**config.mk**
```make
export PLATFORM = sky130hd
export DESIGN_NAME = pcie_rst_seq
export DESIGN_NICKNAME = d
export VERILOG_FILES = /design/src/rtl/prst_pkg.sv /design/src/rtl/prst_sync.sv /design/src/rtl/prst_timer.sv /design/src/rtl/prst_fsm.sv /design/src/rtl/pcie_rst_seq.sv
export SDC_FILE = /design/constraint.sdc
export NUM_CORES = 1
export LEC_CHECK = 0
export ABC_AREA = 1
export CAP_MARGIN = 20
export CORE_ASPECT_RATIO = 0.5
export CORE_MARGIN = 1
export CORE_UTILIZATION = 34
export CTS_BUF_LIST = sky130_fd_sc_hd__clkbuf_4
export DETAILED_ROUTE_END_ITERATION = 6
export PLACE_DENSITY = 0.6
export RECOVER_POWER = 50
export SLEW_MARGIN = 10
export SYNTH_ARGS = -nofsm -noshare
export SYNTH_HDL_FRONTEND = slang
export SYNTH_SLANG_ARGS = --single-unit
```
**constraint.sdc**
```tcl
create_clock -name clk -period 2.05 [get_ports clk]
set_input_delay 0.41 -clock clk [delete_from_list [all_inputs] [get_ports clk]]
set_output_delay 0.41 -clock clk [all_outputs]
set_load 0.02 [all_outputs]
```
**src/rtl/prst_pkg.sv**
```systemverilog
package prst_pkg;

  typedef enum logic [3:0] {
    ST_IDLE,
    ST_PLL_HOLD,
    ST_WAIT_PLL,
    ST_WAIT_BUSY,
    ST_BUSY_GAP,
    ST_RUN,
    ST_WAIT_FLOCK,
    ST_SETTLE,
    ST_FIFO_RST
  } seq_state_e;

  typedef struct packed {
    logic pll;
    logic txd;
    logic rxa;
    logic rxd;
    logic normal;
  } rst_vec_t;

  localparam rst_vec_t RST_ALL = '{pll: 1'b1, txd: 1'b1, rxa: 1'b1, rxd: 1'b1, normal: 1'b0};

  function automatic rst_vec_t decode_outputs(seq_state_e st);
    rst_vec_t v;
    case (st)
      ST_IDLE, ST_PLL_HOLD:
        v = RST_ALL;
      ST_WAIT_PLL:
        v = '{pll: 1'b0, txd: 1'b1, rxa: 1'b1, rxd: 1'b1, normal: 1'b0};
      ST_WAIT_BUSY, ST_BUSY_GAP:
        v = '{pll: 1'b0, txd: 1'b0, rxa: 1'b1, rxd: 1'b1, normal: 1'b0};
      ST_RUN, ST_WAIT_FLOCK, ST_SETTLE:
        v = '{pll: 1'b0, txd: 1'b0, rxa: 1'b0, rxd: 1'b0, normal: 1'b1};
      ST_FIFO_RST:
        v = '{pll: 1'b0, txd: 1'b0, rxa: 1'b0, rxd: 1'b1, normal: 1'b1};
      default:
        v = RST_ALL;
    endcase
    return v;
  endfunction

endpackage

```
**src/rtl/prst_sync.sv**
```systemverilog
module prst_sync #(
  parameter int W = 1
) (
  input  logic         clk,
  input  logic         rst_n,
  input  logic [W-1:0] async_i,
  output logic [W-1:0] sync_o
);
  logic [W-1:0] meta_q;
  logic [W-1:0] sync_q;

  always_ff @(posedge clk or negedge rst_n) begin
    if (!rst_n) begin
      meta_q <= '0;
      sync_q <= '0;
    end else begin
      meta_q <= async_i;
      sync_q <= meta_q;
    end
  end

  assign sync_o = sync_q;
endmodule

```
**src/rtl/prst_timer.sv**
```systemverilog
module prst_timer #(
  parameter int TW = 8
) (
  input  logic          clk,
  input  logic          rst_n,
  input  logic          load_i,
  input  logic [TW-1:0] load_val_i,
  output logic          done_o
);
  logic [TW-1:0] cnt_q;

  always_ff @(posedge clk or negedge rst_n) begin
    if (!rst_n) begin
      cnt_q <= '0;
    end else if (load_i) begin
      cnt_q <= load_val_i;
    end else if (cnt_q != '0) begin
      cnt_q <= cnt_q - 1'b1;
    end
  end

  assign done_o = (cnt_q == '0);
endmodule

```
**src/rtl/prst_fsm.sv**
```systemverilog
module prst_fsm
  import prst_pkg::*;
#(
  parameter int TW            = 8,
  parameter int HOLD_CYCLES   = 125,
  parameter int SETTLE_CYCLES = 64,
  parameter int GAP_CYCLES    = 2,
  parameter int PULSE_CYCLES  = 2
) (
  input  logic          clk,
  input  logic          rst_n,
  input  logic          start_s,
  input  logic          lock_s,
  input  logic          busy_s,
  input  logic          all_lk_s,
  input  logic          tmr_done,
  output logic          tmr_load,
  output logic [TW-1:0] tmr_val,
  output rst_vec_t      outs_o
);
  localparam logic [TW-1:0] HOLD_LD   = TW'(HOLD_CYCLES - 1);
  localparam logic [TW-1:0] SETTLE_LD = TW'(SETTLE_CYCLES - 1);
  localparam logic [TW-1:0] GAP_LD    = TW'(GAP_CYCLES - 1);
  localparam logic [TW-1:0] PULSE_LD  = TW'(PULSE_CYCLES - 1);

  seq_state_e state_q, state_n;
  rst_vec_t   outs_q;
  logic       lock_tracked;

  // lock is only expected to be high once the PLL wait is over
  assign lock_tracked = !(state_q inside {ST_IDLE, ST_PLL_HOLD, ST_WAIT_PLL});

  always_comb begin
    state_n  = state_q;
    tmr_load = 1'b0;
    tmr_val  = '0;
    case (state_q)
      ST_IDLE: if (start_s) begin
        state_n  = ST_PLL_HOLD;
        tmr_load = 1'b1;
        tmr_val  = HOLD_LD;
      end
      ST_PLL_HOLD: if (tmr_done) state_n = ST_WAIT_PLL;
      ST_WAIT_PLL: if (lock_s) state_n = ST_WAIT_BUSY;
      ST_WAIT_BUSY: if (!busy_s) begin
        state_n  = ST_BUSY_GAP;
        tmr_load = 1'b1;
        tmr_val  = GAP_LD;
      end
      ST_BUSY_GAP: if (tmr_done) state_n = ST_RUN;
      ST_RUN: if (!all_lk_s) state_n = ST_WAIT_FLOCK;
      ST_WAIT_FLOCK: if (all_lk_s) begin
        state_n  = ST_SETTLE;
        tmr_load = 1'b1;
        tmr_val  = SETTLE_LD;
      end
      ST_SETTLE: begin
        if (!all_lk_s) begin
          state_n = ST_WAIT_FLOCK;
        end else if (tmr_done) begin
          state_n  = ST_FIFO_RST;
          tmr_load = 1'b1;
          tmr_val  = PULSE_LD;
        end
      end
      ST_FIFO_RST: if (tmr_done) state_n = ST_RUN;
      default: state_n = ST_IDLE;
    endcase

    if (lock_tracked && !lock_s) begin
      state_n  = ST_PLL_HOLD;
      tmr_load = 1'b1;
      tmr_val  = HOLD_LD;
    end
  end

  always_ff @(posedge clk or negedge rst_n) begin
    if (!rst_n) begin
      state_q <= ST_IDLE;
      outs_q  <= RST_ALL;
    end else begin
      state_q <= state_n;
      outs_q  <= decode_outputs(state_n);
    end
  end

  assign outs_o = outs_q;
endmodule

```
**src/rtl/pcie_rst_seq.sv**
```systemverilog
module pcie_rst_seq
  import prst_pkg::*;
#(
  parameter int LANES         = 4,
  parameter int HOLD_CYCLES   = 125,
  parameter int SETTLE_CYCLES = 64
) (
  input  logic             clk,
  input  logic             rst_n,
  input  logic             start_i,
  input  logic             pll_locked_i,
  input  logic             reconf_busy_i,
  input  logic [LANES-1:0] rx_flock_i,
  output logic             pll_rst_o,
  output logic             tx_dig_rst_o,
  output logic             rx_ana_rst_o,
  output logic             rx_dig_rst_o,
  output logic             normal_phase_o
);
  localparam int GAP_CYCLES   = 2;
  localparam int PULSE_CYCLES = 2;
  localparam int MAX_A        = (HOLD_CYCLES > SETTLE_CYCLES) ? HOLD_CYCLES : SETTLE_CYCLES;
  localparam int MAX_CNT      = (MAX_A > PULSE_CYCLES) ? MAX_A : PULSE_CYCLES;
  localparam int TW           = $clog2(MAX_CNT + 1);
  localparam int SW           = LANES + 3;

  logic [SW-1:0] raw_in, syn;
  logic          start_s, lock_s, busy_s, all_lk_s;
  logic          tmr_load, tmr_done;
  logic [TW-1:0] tmr_val;
  rst_vec_t      outs;

  assign raw_in = {start_i, pll_locked_i, reconf_busy_i, rx_flock_i};

  prst_sync #(.W(SW)) u_sync (
    .clk    (clk),
    .rst_n  (rst_n),
    .async_i(raw_in),
    .sync_o (syn)
  );

  assign start_s  = syn[SW-1];
  assign lock_s   = syn[SW-2];
  assign busy_s   = syn[SW-3];
  assign all_lk_s = &syn[LANES-1:0];

  prst_timer #(.TW(TW)) u_timer (
    .clk       (clk),
    .rst_n     (rst_n),
    .load_i    (tmr_load),
    .load_val_i(tmr_val),
    .done_o    (tmr_done)
  );

  prst_fsm #(
    .TW           (TW),
    .HOLD_CYCLES  (HOLD_CYCLES),
    .SETTLE_CYCLES(SETTLE_CYCLES),
    .GAP_CYCLES   (GAP_CYCLES),
    .PULSE_CYCLES (PULSE_CYCLES)
  ) u_fsm (
    .clk     (clk),
    .rst_n   (rst_n),
    .start_s (start_s),
    .lock_s  (lock_s),
    .busy_s  (busy_s),
    .all_lk_s(all_lk_s),
    .tmr_done(tmr_done),
    .tmr_load(tmr_load),
    .tmr_val (tmr_val),
    .outs_o  (outs)
  );

  assign pll_rst_o      = outs.pll;
  assign tx_dig_rst_o   = outs.txd;
  assign rx_ana_rst_o   = outs.rxa;
  assign rx_dig_rst_o   = outs.rxd;
  assign normal_phase_o = outs.normal;
endmodule

```
==> flow_metrics.py, run 1 <==
metrics = {
    "status": {
        "run_status": "finished clean",
    },
    "setup_path": {
        "slowest_stage": "dfrtp_1",
        "reg2reg_depth": 11,
        "cp_max_fo": 8,
        "critical_path.cell_chain": "inv_1 > ha_1 > inv_2 > nor2_2 > nand3_4 > o21ai_4 > nand2_1 > nor2_2 > nand3_1 > nand2_1 > nand2_1",
        "timing.rr.start": "u_timer.cnt_q[0]$_DFFE_PN0P_",
        "critPathKind": "reg -> reg",
        "critPathMaxStageDelay_ns": 0.40,
        "cp-start-kind": "flip-flop",
        "cp_common_cell": "nand2_1",
        "rrSetupSlack_ns": 0.17,
        "r2r-end": "u_fsm.outs_o[0]$_DFF_PN0_",
        "crit_required_ns": 2.27,
        "crit_family": "simple AND/OR/NAND/NOR gates",
        "worst-path-buf-inv": 2,
        "crit_arrival_ns": 2.10,
        "end_kind": "flip-flop",
    },
    "global_routing": {
        "grt_max_degree": 31,
        "grt_pass1_vias": 909,
        "grt_usage": 0.127,
        "overflow": 0,
        "grt_pass1_wl_um": 3930,
        "antenna_found_initial": 0,
    },
    "hold_path": {
        "hp-class": "reg -> reg",
        "holdPathEnd": "u_sync.sync_o[2]$_DFF_PN0_",
        "hold_depth": 0,
        "min_from": "u_sync.meta_q[2]$_DFF_PN0_",
    },
    "die": {
        "die_height_um": 47.5,
        "die_x_um": 92.9,
        "dieArea_um2": 4410,
        "start_util": 0.358,
        "core_area_um2": 3920,
        "io_pins": 14,
        "rows": 16,
    },
    "route": {
        "viasPerCell": 4.50,
        "drt-total-wl_um": 2470,
        "drt-pass1-iter-count": 4,
        "first_iter_violations": 45,
        "vias": 1004,
        "wl_per_cell_um": 11.1,
        "ant_nets": 0,
        "drcViolationCount": 0,
    },
    "power": {
        "p_per_area_nw_per_um2": 1260,
        "peakVddDrop_mv": 0.501,
        "leakagePower_nw": 0.773,
        "finalPower_mw": 2.12,
    },
    "synthesis": {
        "synth.avg_cell_area_um2": 9.62,
        "yosysTopAreaCell": "dfrtp_1",
        "syn_area_um2": 1410,
        "synthesis.nets": 156,
        "yosys.cell_types.count": 30,
        "yosys_most_used_dff": "dfrtp_1",
        "synth.area.top_cells": "dfrtp_1 (46%), dfstp_2 (7.5%), nand2_1 (6.7%)",
        "ys_warn_count": 0,
        "synth-edff-count": 0,
        "async_reset_ff_frac": 1.00,
        "yosysSeqAreaShare": 0.538,
        "synthesis.instances": 146,
        "ys_ff_latch": 30,
        "synth_top_area_share": 0.463,
    },
    "clock_tree": {
        "cts_tree": "done",
        "cts_sinks": 30,
        "htree_levels": 2,
        "cts_made_buffers": 5,
        "clk_path_buf_depth": 2,
        "cts_root_buf": "clkbuf_4",
        "clk_latency_ns": 0.33,
        "path_clk_slew_ns": 0.10,
    },
    "cells_and_area": {
        "mostFrequentLayoutCell": "dfrtp_1",
        "finalNonFillerCells": 223,
        "final_layout_size_suffix_gt1_frac": 0.260,
        "fill_cells": 415,
        "final_cell_mix": "dfrtp_1 (26), nand2_1 (25), inv_1 (14)",
        "postLayoutCellArea_um2": 1680,
        "area_growth_pct": 19.6,
        "final_core_util": 0.428,
        "nets": 178,
        "num_antenna_cells": 0,
    },
    "place": {
        "dp_hpwl_um": 1880,
        "placed_cells": 215,
        "dpl-instance-area_um2": 1610,
        "numPortBuffers": 13,
        "gp_congestion": 0.822,
    },
    "sta": {
        "rsz0062_at_grt": "false",
        "tightest_slew_ns": 0.705,
        "fin_crit_sh": 0.915,
        "drv_slew": 0,
        "tns_ns": 0,
        "min_period_ns": 1.88,
        "finalSetupViolCount": 0,
        "finalClockSkew_ns": 0.00672,
        "relSlewSlack": 0.530,
        "finalHoldViolCount": 0,
        "max_freq_mhz": 533,
    },
    "run": {
        "maxCapViolations": 0,
    },
}
[cell usage after synthesis, types with 3 or more instances]
library cell,count
dfrtp_1,26
nand2_1,25
inv_1,14
nor2_1,13
nand3_1,9
inv_2,7
nor2_2,7
a21oi_1,5
dfstp_2,4
nand2_2,4
nor2_4,4
nor3_1,3
o21ai_1,3
xnor2_1,3
[cell families (layout without fill, tap and decap cells)]
group,count (synthesis),in the layout,share of synthesized area
simple gates,70,70,0.264
flops,30,30,0.538
buf+inv,24,47,0.0712
compound gates,17,17,0.0926
xor+xnor,4,4,0.0249
fa+ha+maj,1,1,0.00890
[routing by layer]
layer  global-route usage  wire [um]  vias up
met1                0.152       1190      473
met5                    0          0        -
met2                0.210       1150       21
met3               0.0476         85        6
met4               0.0646         43        0
li1                     -          -      504
[worst reg2reg max path, stage by stage (launching register included)]
cell and delay, ns:
dfrtp_1 0.40, inv_1 0.10, ha_1 0.24, inv_2 0.05, nor2_2 0.13, nand3_4 0.14, o21ai_4 0.20, nand2_1 0.09
nor2_2 0.13, nand3_1 0.12, nand2_1 0.11, nand2_1 0.05
[power by group]
part,switching (mW),internal [mW]
Combinational,0.563,0.353
Clock,0.208,0.127
Sequential,0.109,0.761
Total,0.880,1.24
[final cells by class]
type | instances | area [um^2] | share of cell area
clock buffer | 5 | 37.5 | 0.0223
clock inverter | 3 | 16.3 | 0.00968
multi-input combinational | 92 | 564 | 0.336
sequential | 30 | 756 | 0.450
timing repair buffer | 16 | 150 | 0.0894
inverter | 23 | 88.8 | 0.0529
tap | 54 | 67.6 | 0.0402
[worst max path at each step]
stage / start / to / slack [ns] / depth (start not counted)
2_1_floorplan: u_timer.cnt_q[0]$_DFFE_PN0P_ / u_fsm.outs_o[0]$_DFF_PN0_ / 0.48 / 11
3_3_place_gp: u_timer.cnt_q[0]$_DFFE_PN0P_ / u_fsm.outs_o[0]$_DFF_PN0_ / 0.24 / 11
3_5_place_dp: u_timer.cnt_q[0]$_DFFE_PN0P_ / u_fsm.outs_o[0]$_DFF_PN0_ / 0.18 / 11
4_1_cts: u_timer.cnt_q[0]$_DFFE_PN0P_ / u_fsm.outs_o[0]$_DFF_PN0_ / 0.13 / 11
5_1_grt: u_timer.cnt_q[0]$_DFFE_PN0P_ / u_fsm.outs_o[0]$_DFF_PN0_ / 0.02 / 11
6_report: u_timer.cnt_q[0]$_DFFE_PN0P_ / u_fsm.outs_o[0]$_DFF_PN0_ / 0.17 / 11
[state kept, by name, indices dropped and copies added (netlist names)]
name / flops
u_sync.meta_q: 7
u_sync.sync_o: 7
u_timer.cnt_q: 7
u_fsm.outs_o: 5
u_fsm.state_q: 4
[per-stage QoR]
stage,hold slack (ns),setup slack [ns]
3_5_place_dp,0.335,0.177
4_1_cts,0.356,0.134
5_1_grt,0.367,0.0176
2_1_floorplan,0.114,0.480
3_3_place_gp,0.333,0.242
6_report,0.356,0.175
[timing repair]
action | in CTS | in global routing
buffers inserted | 0 | 0
hold buffers | 0 | 0
resized for setup | 0 | 2
endpoints found under the setup margin | 0 | 1
Power figures use the tool's default switching activity.
==> inputs of run 2 (changes only) <==
--- a/config.mk
+++ b/config.mk
@@ -5,12 +5,10 @@
 export SDC_FILE = /design/constraint.sdc
 export NUM_CORES = 1
 export LEC_CHECK = 0
-export ABC_AREA = 1
 export CAP_MARGIN = 20
 export CORE_ASPECT_RATIO = 0.5
 export CORE_MARGIN = 1
 export CORE_UTILIZATION = 34
-export CTS_BUF_LIST = sky130_fd_sc_hd__clkbuf_4
 export DETAILED_ROUTE_END_ITERATION = 6
 export PLACE_DENSITY = 0.6
 export RECOVER_POWER = 50
==> flow_metrics.py, run 2 <==
metrics = {
    "clock_tree": {
        "clk_path_buf_depth": 2,
        "cts_root_buf": "clkbuf_8",
        "path_clk_slew_ns": 0.06,
        "htree_levels": 2,
        "clk_latency_ns": 0.28,
        "cts_tree": "done",
        "cts_made_buffers": 5,
        "cts_sinks": 30,
    },
    "die": {
        "die_x_um": 92.0,
        "io_pins": 14,
        "core_area_um2": 3640,
        "die_height_um": 47.0,
        "dieArea_um2": 4320,
        "start_util": 0.378,
        "rows": 15,
    },
    "place": {
        "numPortBuffers": 13,
        "gp_congestion": 0.865,
        "dp_hpwl_um": 2280,
        "pre_cts_slack_ns": -0.000484,
        "placed_cells": 207,
    },
    "synthesis": {
        "yosys_most_used_dff": "dfrtp_1",
        "yosysTopAreaCell": "dfrtp_1",
        "synth-edff-count": 0,
        "synth_common_cells": "dfrtp_1 (26), nand2_1 (12), o21ai_0 (10)",
        "yosys.cell_types.count": 44,
        "synth_top_area_share": 0.473,
        "synth-simple-area-share": 0.224,
        "syn_area_um2": 1380,
        "yosysSeqAreaShare": 0.549,
        "synth.area.mux_share": 0.00727,
        "synthesis.nets": 140,
        "yosysMostFrequentCell": "dfrtp_1",
        "async_reset_ff_frac": 1.00,
        "synth-xor-area-share": 0.0318,
        "synth.area.top_cells": "dfrtp_1 (47%), dfstp_2 (7.6%), o21ai_0 (3.6%)",
        "synth_fa_ha_area_frac": 0.00909,
        "synth.avg_cell_area_um2": 10.6,
        "ys_warn_count": 0,
        "synthesis.instances": 130,
        "synth_top_family_by_area": "simple AND/OR/NAND/NOR gates",
        "ys_ff_latch": 30,
        "synth_compound_area_frac": 0.150,
    },
    "route": {
        "drcViolationCount": 0,
        "first_iter_violations": 118,
        "drt-total-wl_um": 3330,
        "vias": 1172,
        "wl_per_cell_um": 15.2,
        "viasPerCell": 5.35,
        "drt-pass1-iter-count": 4,
        "ant_nets": 0,
    },
    "power": {
        "combinationalPowerShare": 0.297,
        "p_per_area_nw_per_um2": 960,
        "power.share.switching": 0.320,
        "leakagePower_nw": 0.814,
        "p_int_mw": 1.23,
        "seq_power_share": 0.436,
        "finalPower_mw": 1.80,
        "switchingPower_mw": 0.577,
        "peakVddDrop_mv": 0.510,
        "pwr-share-clk": 0.267,
    },
    "cells_and_area": {
        "final_core_util": 0.516,
        "area_growth_pct": 36.5,
        "nets": 177,
        "final_cell_mix": "dfrtp_1 (26), buf_4 (19), nand2_1 (12)",
        "finalNonFillerCells": 219,
        "final_layout_size_suffix_gt1_frac": 0.298,
        "num_antenna_cells": 0,
        "mostFrequentLayoutCell": "dfrtp_1",
    },
    "sta": {
        "finalHoldViolCount": 0,
        "fin_ws_ns": -0.0670,
        "finalClockSkew_ns": 0.00508,
        "min_period_ns": 2.12,
        "rsz0062_at_grt": "true",
        "fin_crit_sh": 1.03,
        "tightest_slew_ns": 0.733,
        "drv_slew": 0,
        "relSlewSlack": 0.511,
        "fin_hold_ws_ns": 0.346,
        "max_freq_mhz": 472,
        "finalSetupViolCount": 3,
    },
    "setup_path": {
        "cp-start-kind": "flip-flop",
        "critPathKind": "reg -> reg",
        "crit_required_ns": 2.25,
        "critical_path.cell_chain": "inv_1 > ha_2 > or4b_4 > nor2_8 > a31oi_4 > o31ai_2 > buf_4 > mux2i_1",
        "end_kind": "flip-flop",
        "slowest_stage": "or4b_4",
        "critPathMaxStageDelay_ns": 0.53,
        "cp_max_fo": 4,
        "crit_arrival_ns": 2.31,
    },
    "global_routing": {
        "grt_pass1_vias": 1038,
        "grt_max_degree": 31,
        "grt_usage": 0.164,
        "antenna_found_initial": 0,
        "overflow": 0,
        "grt_pass1_wl_um": 5120,
    },
    "hold_path": {
        "hp-class": "reg -> reg",
    },
    "status": {
        "run_status": "finished with violations",
        "violations": "negative setup slack",
    },
    "run": {
        "maxCapViolations": 0,
    },
}
## run 2: cell types whose count changed in the layout (fill, tap and decap cells not counted), sizes merged, moves of 3 or more
cell and change:
o31ai +3, nor2 -18, and2 +3, nand2 -18, inv -16, o21ai +5
buf +18, nand3 -6
## run 2: power by group through the flow
stage               sequential, mW  clock (mW)  combinational (mW)
global route                 0.799       0.524               0.598
CTS                          0.777       0.494               0.484
detailed placement           0.787           0               0.480
finish                       0.787       0.482               0.536
floorplan                    0.772           0               0.297
global placement             0.780           0               0.474
## run 2: worst max-delay path, delay by kind of cell, from the launching register on
family | cells | cell delay, ns
compound gates | 2 | 0.35
flops | 1 | 0.39
buf+inv | 2 | 0.21
simple gates | 2 | 0.71
fa+ha+maj | 1 | 0.17
mux | 1 | 0.20
## run 2: cell type report
type	instances	area (um^2)
timing repair buffer	34	289
clock buffer	7	86.3
tap	51	63.8
clock inverter	1	5.00
multi-input combinational	90	657
fill	325	1760
sequential	30	756
inverter	6	22.5
## run 2: timing repair
| item | 4_1_cts | 5_1_grt |
|---|---|---|
| gates resized for setup | 1 | 14 |
| setup buffers | 0 | 4 |
| pin swaps | 0 | 5 |
| cloned | 0 | 0 |
| hold buffers | 0 | 0 |
| endpoints found under the setup margin | 2 | 11 |
## run 2: metrics by stage
step / setup TNS (ns) / area (um^2)
3_3_place_gp: 0 / 1680
5_1_grt: -0.535 / 1880
4_1_cts: 0 / 1780
2_1_floorplan: 0 / 1380
6_report: -0.147 / 1880
3_5_place_dp: -0.000484 / 1680
## run 2: path summary, 6_finish.rpt
kind,start,cells past startpoint,endpoint,slack [ns]
max,u_timer.cnt_q[0]$_DFFE_PN0P_,8,u_timer.cnt_q[0]$_DFFE_PN0P_,-0.07
min,u_sync.meta_q[3]$_DFF_PN0_,0,u_sync.sync_o[3]$_DFF_PN0_,0.35
max in group asynchronous,rst_n,2,u_timer.cnt_q[3]$_DFFE_PN0P_,0.86
max reg2reg,u_timer.cnt_q[0]$_DFFE_PN0P_,8,u_timer.cnt_q[0]$_DFFE_PN0P_,-0.07
min reg2reg,u_sync.meta_q[3]$_DFF_PN0_,0,u_sync.sync_o[3]$_DFF_PN0_,0.35
min in group asynchronous,rst_n,2,u_sync.sync_o[3]$_DFF_PN0_,0.72
## run 2: cell families (layout without fill, tap and decap cells)
kind of cell,count (synthesis),in the layout
and+or+nand+nor,51,51
muxes,1,1
adders and majority gates,1,1
buffers and inverters,10,48
xor gates and xnor gates,5,5
AOI/OAI and AO/OA,32,32
DFF,30,30
## run 2: layer usage
| metal | part of all wire | global-route usage |
|---|---|---|
| met1 | 0.48 | 0.233 |
| met2 | 0.45 | 0.246 |
| met3 | 0.057 | 0.0453 |
| met4 | 0.0045 | 0.0563 |
| met5 | 0 | 0 |
